`config.mk`:
```
export PLATFORM = sky130hd
export DESIGN_NAME = thermal_trip_latch
export DESIGN_NICKNAME = d
export VERILOG_FILES = /design/src/rtl/thermal_trip_latch.sv
export SDC_FILE = /design/constraint.sdc
export NUM_CORES = 1
export LEC_CHECK = 0
export BUFFER_PORTS_ARGS = -buffer_cell sky130_fd_sc_hd__buf_4
export CAP_MARGIN = 20
export CORE_AREA = 2 2 39 41
export CTS_CLUSTER_SIZE = 8
export DETAILED_ROUTE_END_ITERATION = 8
export DIE_AREA = 0 0 41 43
export GPL_ROUTABILITY_DRIVEN = 0
export PLACE_DENSITY_LB_ADDON = 0.15
export SLEW_MARGIN = 20
export SYNTH_ARGS = -nofsm -noshare
export SYNTH_HDL_FRONTEND = slang
export SYNTH_SLANG_ARGS = --single-unit
```
`constraint.sdc`:
```
create_clock -name clk -period 2.7 [get_ports clk]
set_input_delay 0.27 -clock clk [delete_from_list [all_inputs] [get_ports clk]]
set_output_delay 0.27 -clock clk [all_outputs]
set_load 0.02 [all_outputs]
```
`src/rtl/thermal_trip_latch.sv`:
```
module thermal_trip_latch #(
  parameter int SYNC_STAGES = 2,
  parameter int QUAL_CYCLES = 2
) (
  input  logic clk,
  input  logic rst,
  input  logic hot_in,
  output logic trip_o,
  output logic halt_o,
  output logic trip_valid_o
);

  localparam int CW = $clog2(QUAL_CYCLES + 1);
  localparam logic [CW-1:0] RUN_LAST = CW'(QUAL_CYCLES - 1);

  logic [SYNC_STAGES-1:0] sync_q;
  logic [CW-1:0]          run_q;
  logic                   trip_q;
  logic                   valid_q;
  logic                   hot_s;
  logic                   qualify;

  assign hot_s   = sync_q[SYNC_STAGES-1];
  assign qualify = hot_s && (run_q == RUN_LAST);

  always_ff @(posedge clk) begin
    if (rst) sync_q <= '0;
    else     sync_q <= {sync_q[SYNC_STAGES-2:0], hot_in};
  end

  always_ff @(posedge clk) begin
    if (rst || !hot_s)         run_q <= '0;
    else if (run_q != RUN_LAST) run_q <= run_q + 1'b1;
  end

  always_ff @(posedge clk) begin
    if (rst)          trip_q <= 1'b0;
    else if (qualify) trip_q <= 1'b1;
  end

  always_ff @(posedge clk) valid_q <= !rst;

  assign trip_o       = trip_q;
  assign halt_o       = trip_q;
  assign trip_valid_o = valid_q;

endmodule

```
==> impl_metrics.py, run 1 <==
metrics = {
    "outcome": {
        "status": "completed",
    },
    "critical_path": {
        "worstPathRequired_ns": 2.43,
        "critical_path_class": "register to output pin",
        "end_kind": "output pin",
        "critPathBufInv": 1,
        "setup.worst_path.start_class": "register",
        "critPathTopFamily": "flip-flops",
        "path_max_fanout": 3,
        "crit_chain": "buf_4",
        "arrival_ns": 0.74,
        "slowest_delay_ns": 0.35,
        "crit_slowest_cell": "dfxtp_1",
    },
    "sta": {
        "setup_viol": 0,
        "slew_viol_final": 0,
        "tns_ns": 0,
        "max_freq_ghz": 0.991,
        "fin_ws_ns": 1.69,
        "max_slew_margin_pct": 87.9,
        "clock_skew_ns": 0.00328,
        "finalHoldViolations": 0,
        "period_share_pct": 37.4,
        "worstMarginPinSlew_ns": 0.182,
        "timing.final.crit_period_ns": 1.01,
        "rsz0062_at_grt": "no",
    },
    "clocking": {
        "cts_tree": "done",
        "cts_setup_buffers": 0,
        "clk_latency_ns": 0.24,
        "cts_buffers": 3,
        "root_buffer": "clkbuf_4",
        "path_clk_slew_ns": 0.04,
        "cts.sinks": 6,
        "post_cts_resized": 0,
        "ctsLongestPathBuffers": 2,
        "hold_buffers": 0,
        "htree_num_levels": 1,
    },
    "pwr": {
        "leakagePower_nw": 0.128,
        "p_per_area_nw_per_um2": 637,
        "pwr-share-clk_pct": 43.1,
        "p_comb_share_pct": 5.9,
        "switching_share_pct": 18.9,
        "worst_ir_drop_vdd_mv": 0.174,
        "seq_power_share_pct": 51.0,
        "intPower_w": 0.000148,
        "p_sw_w": 0.0000346,
        "totalPowerFinal_w": 0.000182,
    },
    "placement": {
        "port_buffers": 5,
        "dp.final_hpwl_um": 237,
        "dp_slack_ns": 1.74,
    },
    "route": {
        "dr_total_vias": 140,
        "drt_pass1_iterations": 2,
        "drc": 0,
        "vias_per_cell": 3.33,
        "final_antenna_net_count": 0,
        "initialDrtViolationCount": 2,
        "post_drt_wl_per_cell_um": 6.98,
        "wl_um": 293,
    },
    "run": {
        "cap_violations": 0,
    },
    "final_layout": {
        "fillers": 149,
        "syn2layout_area_growth_pct": 33.9,
        "antennaDiodeCount": 0,
        "drive_above_1_share_pct": 38.5,
        "layout.nets": 32,
    },
    "logic_synthesis": {
        "synthesis.area_um2": 214,
        "synthDistinctLibCells": 10,
        "yosysWarnings": 0,
        "seq_area_frac_synth_pct": 56.1,
        "syn_nets": 23,
        "avgSynthCellArea_um2": 11.3,
        "synth_seq_cells": 6,
        "synthCells": 19,
    },
    "die": {
        "coreArea_um2": 1380,
        "die_area_um2": 1760,
        "initial_core_util_pct": 15.5,
        "ioPinCount": 6,
        "rows": 14,
        "dieWidth_um": 41,
        "dieHeight_um": 43,
    },
    "grt": {
        "grt_max_degree": 6,
        "first_global_vias": 118,
        "antenna_found_initial": 0,
        "grt_remaining_overflow": 0,
        "track_usage_pct": 4.51,
        "grt_first_pass_wirelength_um": 441,
    },
    "hold_path": {
        "hp-class": "input port to register",
    },
}
## synthesized netlist by cell type
cell type / count / area, µm²
buf_4: 1 / 7.51
xor2_1: 1 / 8.76
nor2b_1: 3 / 18.8
a21oi_1: 1 / 5.00
ha_1: 1 / 12.5
nor2_1: 2 / 7.51
a211oi_2: 1 / 12.5
dfxtp_1: 6 / 120
inv_1: 2 / 7.51
nand2b_4: 1 / 13.8
## through the flow
step	std cells	hold slack, ns	utilization (%)	cell area (µm²)
2_1_floorplan	19	0.327	-	214
3_3_place_gp	39	0.422	19.1	264
3_5_place_dp	39	0.448	19.1	264
4_1_cts	42	0.216	20.7	287
5_1_grt	42	0.211	20.7	287
6_report	42	0.220	20.7	287
## layout by cell type (no fill, tap or decap)
| master | synthesis | layout |
|---|---|---|
| dfxtp_1 | 6 | 6 |
| buf_4 | 1 | 5 |
| nor2b_1 | 3 | 3 |
| clkbuf_4 | 0 | 3 |
| inv_1 | 2 | 2 |
| nor2_1 | 2 | 2 |
| nand2b_4 | 1 | 1 |
| xor2_1 | 1 | 1 |
| a211oi_2 | 1 | 1 |
| a21oi_1 | 1 | 1 |
| ha_1 | 1 | 1 |
## cell families (layout without fill, tap and decap cells)
kind of cell               Yosys count  after routing  synth area share, %
DFF                                  6              6                 56.1
AOI/OAI and AO/OA                    2              2                 8.18
and+or+nand+nor                      6              6                 18.7
xor gates and xnor gates             1              1                 4.09
adders and majority gates            1              1                 5.85
buffers and inverters                3             10                 7.02
## cell type report
| cell class | instances | area [µm²] | area share [%] |
|---|---|---|---|
| well taps | 16 | 20.0 | 6.99 |
| repair buffers | 5 | 37.5 | 13.1 |
| inverters | 2 | 7.51 | 2.62 |
| flip-flops and latches | 6 | 120 | 41.9 |
| multi-input cells | 10 | 78.8 | 27.5 |
| clock buffers | 3 | 22.5 | 7.86 |
## sequential cells by signal (all words and copies together) (netlist names)
signal / count
halt_o: 1
run_q: 2
sync_q: 2
trip_valid_o: 1
## per-layer routing
layer | global-route usage, % | share of wire (%) | up-vias
met3 | 1.57 | 5.1 | 0
met1 | 3.53 | 34 | 63
met2 | 5.94 | 61 | 5
met4 | 8.00 | 0 | 0
met5 | 0 | 0 | -
li1 | - | - | 72
## worst paths after layout
check	from	endpoint	slack [ns]	cells past startpoint
max	halt_o	trip_o	1.69	1
min	rst	trip_valid_o	0.22	2
max reg2reg	run_q[1]	run_q[1]	1.73	4
min reg2reg	sync_q[0]	sync_q[1]	0.45	1
## power by group through the flow
stage	Sequential [W]	Clock, W	Combinational, W
after detailed placement	0.0000947	0	0.0000108
after global routing	0.0000931	0.0000905	0.0000116
after global placement	0.0000946	0	0.0000107
final	0.0000931	0.0000786	0.0000107
after floorplan	0.0000956	0	0.00000489
after CTS	0.0000931	0.0000823	0.0000109
Power figures use the tool's default switching activity.
==> run 2, diff against run 1 <==
==> constraint.sdc (replaced) <==
create_clock -name clk -period 0.85 [get_ports clk]
set_input_delay 0.085 -clock clk [delete_from_list [all_inputs] [get_ports clk]]
set_output_delay 0.085 -clock clk [all_outputs]
set_load 0.02 [all_outputs]
==> impl_metrics.py, run 2 (synthesized netlist as in run 1, its figures left out) <==
metrics = {
    "die": {
        "ioPinCount": 6,
        "dieWidth_um": 41,
        "dieHeight_um": 43,
        "initial_core_util_pct": 15.5,
        "die_area_um2": 1760,
        "coreArea_um2": 1380,
        "rows": 14,
    },
    "final_layout": {
        "antennaDiodeCount": 0,
        "final_cell_mix": "7 x buf_4, 3 x clkbuf_4, 3 x dfxtp_2, 3 x dfxtp_1",
        "design_area_um2": 325,
        "layout.nets": 34,
        "fin_util_pct": 23.5,
        "final_common_cell": "buf_4",
        "largest_registers": "run_q: 2 flops, sync_q: 2 flops",
        "drive_above_1_share_pct": 64.3,
        "syn2layout_area_growth_pct": 52.0,
    },
    "route": {
        "final_antenna_net_count": 0,
        "initialDrtViolationCount": 0,
        "post_drt_wl_per_cell_um": 7.16,
        "drt_pass1_iterations": 1,
        "dr_total_vias": 144,
        "drc": 0,
        "vias_per_cell": 3.27,
        "wl_um": 315,
    },
    "clocking": {
        "cts_tree": "done",
        "htree_num_levels": 1,
        "hold_buffers": 0,
        "root_buffer": "clkbuf_4",
        "ctsLongestPathBuffers": 2,
        "cts_buffers": 3,
        "path_clk_slew_ns": 0.04,
        "cts.sinks": 6,
        "clk_latency_ns": 0.24,
    },
    "critical_path": {
        "critical_path_class": "register to register",
        "r2r-end": "run_q[1]",
        "rrSetupSlack_ns": -0.03,
        "r2r_cells": 4,
        "crit_slowest_cell": "dfxtp_2",
        "arrival_ns": 1.03,
        "end_kind": "register",
        "path_max_fanout": 2,
        "timing.rr.start": "run_q[1]",
        "worstPathRequired_ns": 1.00,
        "slowest_delay_ns": 0.31,
        "crit_chain": "inv_2, ha_4, nor2b_4, a211oi_2",
        "setup.worst_path.start_class": "register",
    },
    "sta": {
        "timing.final.crit_period_ns": 0.879,
        "worstMarginPinSlew_ns": 0.139,
        "hold_ws_ns": 0.0336,
        "fin_ws_ns": -0.0290,
        "slew_viol_final": 0,
        "finalHoldViolations": 0,
        "setup_viol": 1,
        "max_slew_margin_pct": 90.7,
        "rsz0062_at_grt": "yes",
        "max_freq_ghz": 1.14,
        "period_share_pct": 103,
        "clock_skew_ns": 0.000309,
    },
    "pwr": {
        "p_sw_w": 0.000109,
        "leakagePower_nw": 0.151,
        "switching_share_pct": 18.6,
        "pwr-share-clk_pct": 42.1,
        "worst_ir_drop_vdd_mv": 0.596,
        "p_comb_share_pct": 7.2,
        "intPower_w": 0.000476,
        "seq_power_share_pct": 50.8,
        "p_per_area_nw_per_um2": 1800,
    },
    "hold_path": {
        "min_to": "halt_o",
        "hp-class": "input port to register",
        "holdCritStartpoint": "rst",
        "hold_depth": 2,
    },
    "grt": {
        "grt_remaining_overflow": 0,
        "grt_first_pass_wirelength_um": 476,
        "antenna_found_initial": 0,
        "track_usage_pct": 4.92,
        "first_global_vias": 134,
        "grt_max_degree": 6,
    },
    "placement": {
        "dp.final_hpwl_um": 255,
        "placed_area_um2": 302,
        "port_buffers": 5,
    },
    "outcome": {
        "status": "complete, but fails checks",
        "violations": "negative setup slack",
    },
    "run": {
        "cap_violations": 0,
    },
}
## run 2: final cells by class
type,count,area (µm²)
inverters,2,7.51
repair buffers,7,52.6
well taps,16,20.0
flip-flops and latches,6,124
fillers,155,1060
clock buffers,3,22.5
multi-input cells,10,98.8
## run 2: power by group through the flow
stage,Sequential [W],Combinational (W),Clock [W]
after floorplan,0.000305,0.0000206,0
final,0.000297,0.0000418,0.000246
after global placement,0.000301,0.0000421,0
after global routing,0.000297,0.0000454,0.000282
after detailed placement,0.000302,0.0000426,0
after CTS,0.000297,0.0000428,0.000268
## run 2: worst max-delay path, delay by kind of cell, from the launching register on
kind,cells,cell delay [ns]
adders and majority gates,1,0.19
buffers and inverters,1,0.06
and+or+nand+nor,1,0.12
DFF,1,0.31
AOI/OAI and AO/OA,1,0.13
## run 2: worst max-delay path by stage
stage	to	depth (start not counted)	startpoint
final	run_q[1]	4	run_q[1]
after global routing	run_q[1]	4	run_q[1]
after CTS	run_q[1]	4	run_q[1]
after detailed placement	run_q[1]	3	run_q[0]
after global placement	run_q[1]	3	run_q[0]
after floorplan	run_q[1]	4	run_q[1]
## run 2: timing repair
item                                    CTS  global route
endpoints found under the setup margin    1             5
buffers inserted                          0             0
resized for setup                         0             1
pin swaps                                 1             1
## run 2: metrics by stage
step / power, W / std cells / TNS [ns] / setup WS (ns)
final: 0.000584 / 44 / -0.0290 / -0.0290
after global routing: 0.000623 / 44 / -0.0963 / -0.0677
after CTS: 0.000607 / 44 / -0.0395 / -0.0395
after detailed placement: 0.000344 / 41 / -0.0776 / -0.0776
after global placement: 0.000343 / 41 / -0.0514 / -0.0514
after floorplan: 0.000325 / 19 / -0.0521 / -0.0521
## run 2: layer usage
| metal | GRT usage, % | vias up | wire length (µm) |
|---|---|---|---|
| li1 | - | 78 | - |
| met1 | 4.82 | 63 | 134 |
| met2 | 5.00 | 3 | 170 |
| met3 | 1.57 | 0 | 10 |
| met4 | 10.0 | 0 | 0 |
| met5 | 0 | - | 0 |
==> run 3, diff against run 2 <==
--- a/config.mk
+++ b/config.mk
@@ -17,3 +17,4 @@
 export SYNTH_ARGS = -nofsm -noshare
 export SYNTH_HDL_FRONTEND = slang
 export SYNTH_SLANG_ARGS = --single-unit
+export TNS_END_PERCENT = 1
==> constraint.sdc (replaced) <==
create_clock -name clk -period 0.85 [get_ports clk]
set_input_delay 0.2125 -clock clk [delete_from_list [all_inputs] [get_ports clk]]
set_output_delay 0.2125 -clock clk [all_outputs]
set_load 0.02 [all_outputs]
==> impl_metrics.py, run 3 (synthesized netlist as in run 1, its figures left out) <==
metrics = {
    "outcome": {
        "status": "complete, but fails checks",
        "violations": "negative setup slack",
    },
    "grt": {
        "first_global_vias": 132,
        "track_usage_pct": 4.82,
        "grt_first_pass_wirelength_um": 462,
        "grt_remaining_overflow": 0,
        "grt_max_degree": 6,
        "antenna_found_initial": 0,
    },
    "sta": {
        "slew_viol_final": 0,
        "setup_viol": 4,
        "fin_ws_ns": -0.0614,
        "worstMarginPinSlew_ns": 0.142,
        "timing.final.crit_period_ns": 0.911,
        "finalHoldViolations": 0,
        "max_freq_ghz": 1.10,
        "clock_skew_ns": 0.000317,
        "max_slew_margin_pct": 90.5,
        "period_share_pct": 107,
        "rsz0062_at_grt": "yes",
    },
    "final_layout": {
        "syn2layout_area_growth_pct": 57.9,
        "design_area_um2": 338,
        "fin_util_pct": 24.4,
        "drive_above_1_share_pct": 67.9,
        "final_cell_mix": "4 x dfxtp_2, 4 x buf_4, 3 x clkbuf_4, 3 x buf_6",
        "antennaDiodeCount": 0,
        "largest_registers": "run_q: 2 flops, sync_q: 2 flops",
        "layout.nets": 34,
    },
    "clocking": {
        "cts.sinks": 6,
        "hold_buffers": 0,
        "clk_latency_ns": 0.23,
        "path_clk_slew_ns": 0.04,
        "cts_tree": "done",
        "ctsLongestPathBuffers": 2,
        "root_buffer": "clkbuf_4",
        "cts_buffers": 3,
        "htree_num_levels": 1,
        "cts_setup_buffers": 0,
    },
    "die": {
        "coreArea_um2": 1380,
        "dieWidth_um": 41,
        "die_area_um2": 1760,
        "dieHeight_um": 43,
        "initial_core_util_pct": 15.5,
        "rows": 14,
        "ioPinCount": 6,
    },
    "route": {
        "vias_per_cell": 3.30,
        "dr_total_vias": 145,
        "initialDrtViolationCount": 0,
        "drt_pass1_iterations": 1,
        "wl_um": 308,
        "post_drt_wl_per_cell_um": 7.00,
        "drc": 0,
        "final_antenna_net_count": 0,
    },
    "critical_path": {
        "crit_slowest_cell": "dfxtp_2",
        "path_max_fanout": 3,
        "critPathBufInv": 1,
        "slowest_delay_ns": 0.35,
        "setup.worst_path.start_class": "register",
        "arrival_ns": 0.70,
        "critPathTopFamily": "flip-flops",
        "critical_path_class": "register to output pin",
        "worstPathRequired_ns": 0.64,
        "crit_chain": "buf_6",
        "end_kind": "output pin",
    },
    "pwr": {
        "worst_ir_drop_vdd_mv": 0.601,
        "p_per_area_nw_per_um2": 1740,
        "intPower_w": 0.000478,
        "switching_share_pct": 18.5,
        "pwr-share-clk_pct": 41.8,
        "p_sw_w": 0.000109,
        "leakagePower_nw": 0.153,
        "p_comb_share_pct": 7.5,
        "seq_power_share_pct": 50.7,
    },
    "placement": {
        "port_buffers": 5,
        "placed_area_um2": 302,
        "dp.final_hpwl_um": 255,
    },
    "run": {
        "cap_violations": 0,
    },
    "hold_path": {
        "hp-class": "input port to register",
    },
}
==> run 3: layout make-up <==
cell class                 instances  area [µm²]
fill                             152        1050
inverter                           2        7.51
sequential                         6         125
multi-input combinational         10        98.8
clock buffer                       3        22.5
timing repair buffer               7        63.8
tap                               16        20.0
==> run 3: power groups by stage <==
stage	clock, W	sequential, W	combinational, W
after CTS	0.000268	0.000298	0.0000447
final	0.000246	0.000298	0.0000438
after floorplan	0	0.000305	0.0000206
after global placement	0	0.000301	0.0000421
after global routing	0.000282	0.000298	0.0000471
after detailed placement	0	0.000302	0.0000426
==> run 3: routing by layer <==
| layer | vias to the layer above | global-route usage, % | share of wire [%] |
|---|---|---|---|
| li1 | 79 | - | - |
| met1 | 63 | 4.50 | 43 |
| met2 | 3 | 5.00 | 54 |
| met3 | 0 | 1.57 | 3.2 |
| met5 | - | 0 | 0 |
| met4 | 0 | 10.0 | 0 |
==> run 3: stage by stage <==
stage / setup slack, ns / instances / hold WS [ns] / TNS [ns] / total power (W)
6_report: -0.0614 / 44 / 0.157 / -0.179 / 0.000587
5_1_grt: -0.0963 / 44 / 0.152 / -0.334 / 0.000626
4_1_cts: -0.0803 / 44 / 0.146 / -0.243 / 0.000610
3_5_place_dp: -0.0776 / 41 / 0.413 / -0.0776 / 0.000344
3_3_place_gp: -0.0514 / 41 / 0.410 / -0.0514 / 0.000343
2_1_floorplan: -0.0521 / 19 / 0.269 / -0.0521 / 0.000325
==> run 3: repair_timing <==
action | 4_1_cts | 5_1_grt
setup endpoints to repair | 4 | 6
pin swaps | 1 | 0
cloned | 0 | 0
resized for setup | 5 | 0
==> run 3: final timing paths <==
check | from | to | slack (ns) | cells past startpoint
worst max-delay path | halt_o | trip_o | -0.06 | 1
worst min-delay path | rst | trip_valid_o | 0.16 | 2
worst min register to register | sync_q[0] | sync_q[1] | 0.44 | 1
worst max register to register | run_q[1] | run_q[1] | -0.03 | 4
==> run 3: worst reg2reg max path, cell delays in order, from the launching register on <==
cell and delay (ns):
dfxtp_2 0.31, inv_2 0.06, ha_4 0.19, nor2b_4 0.12
a211oi_2 0.13
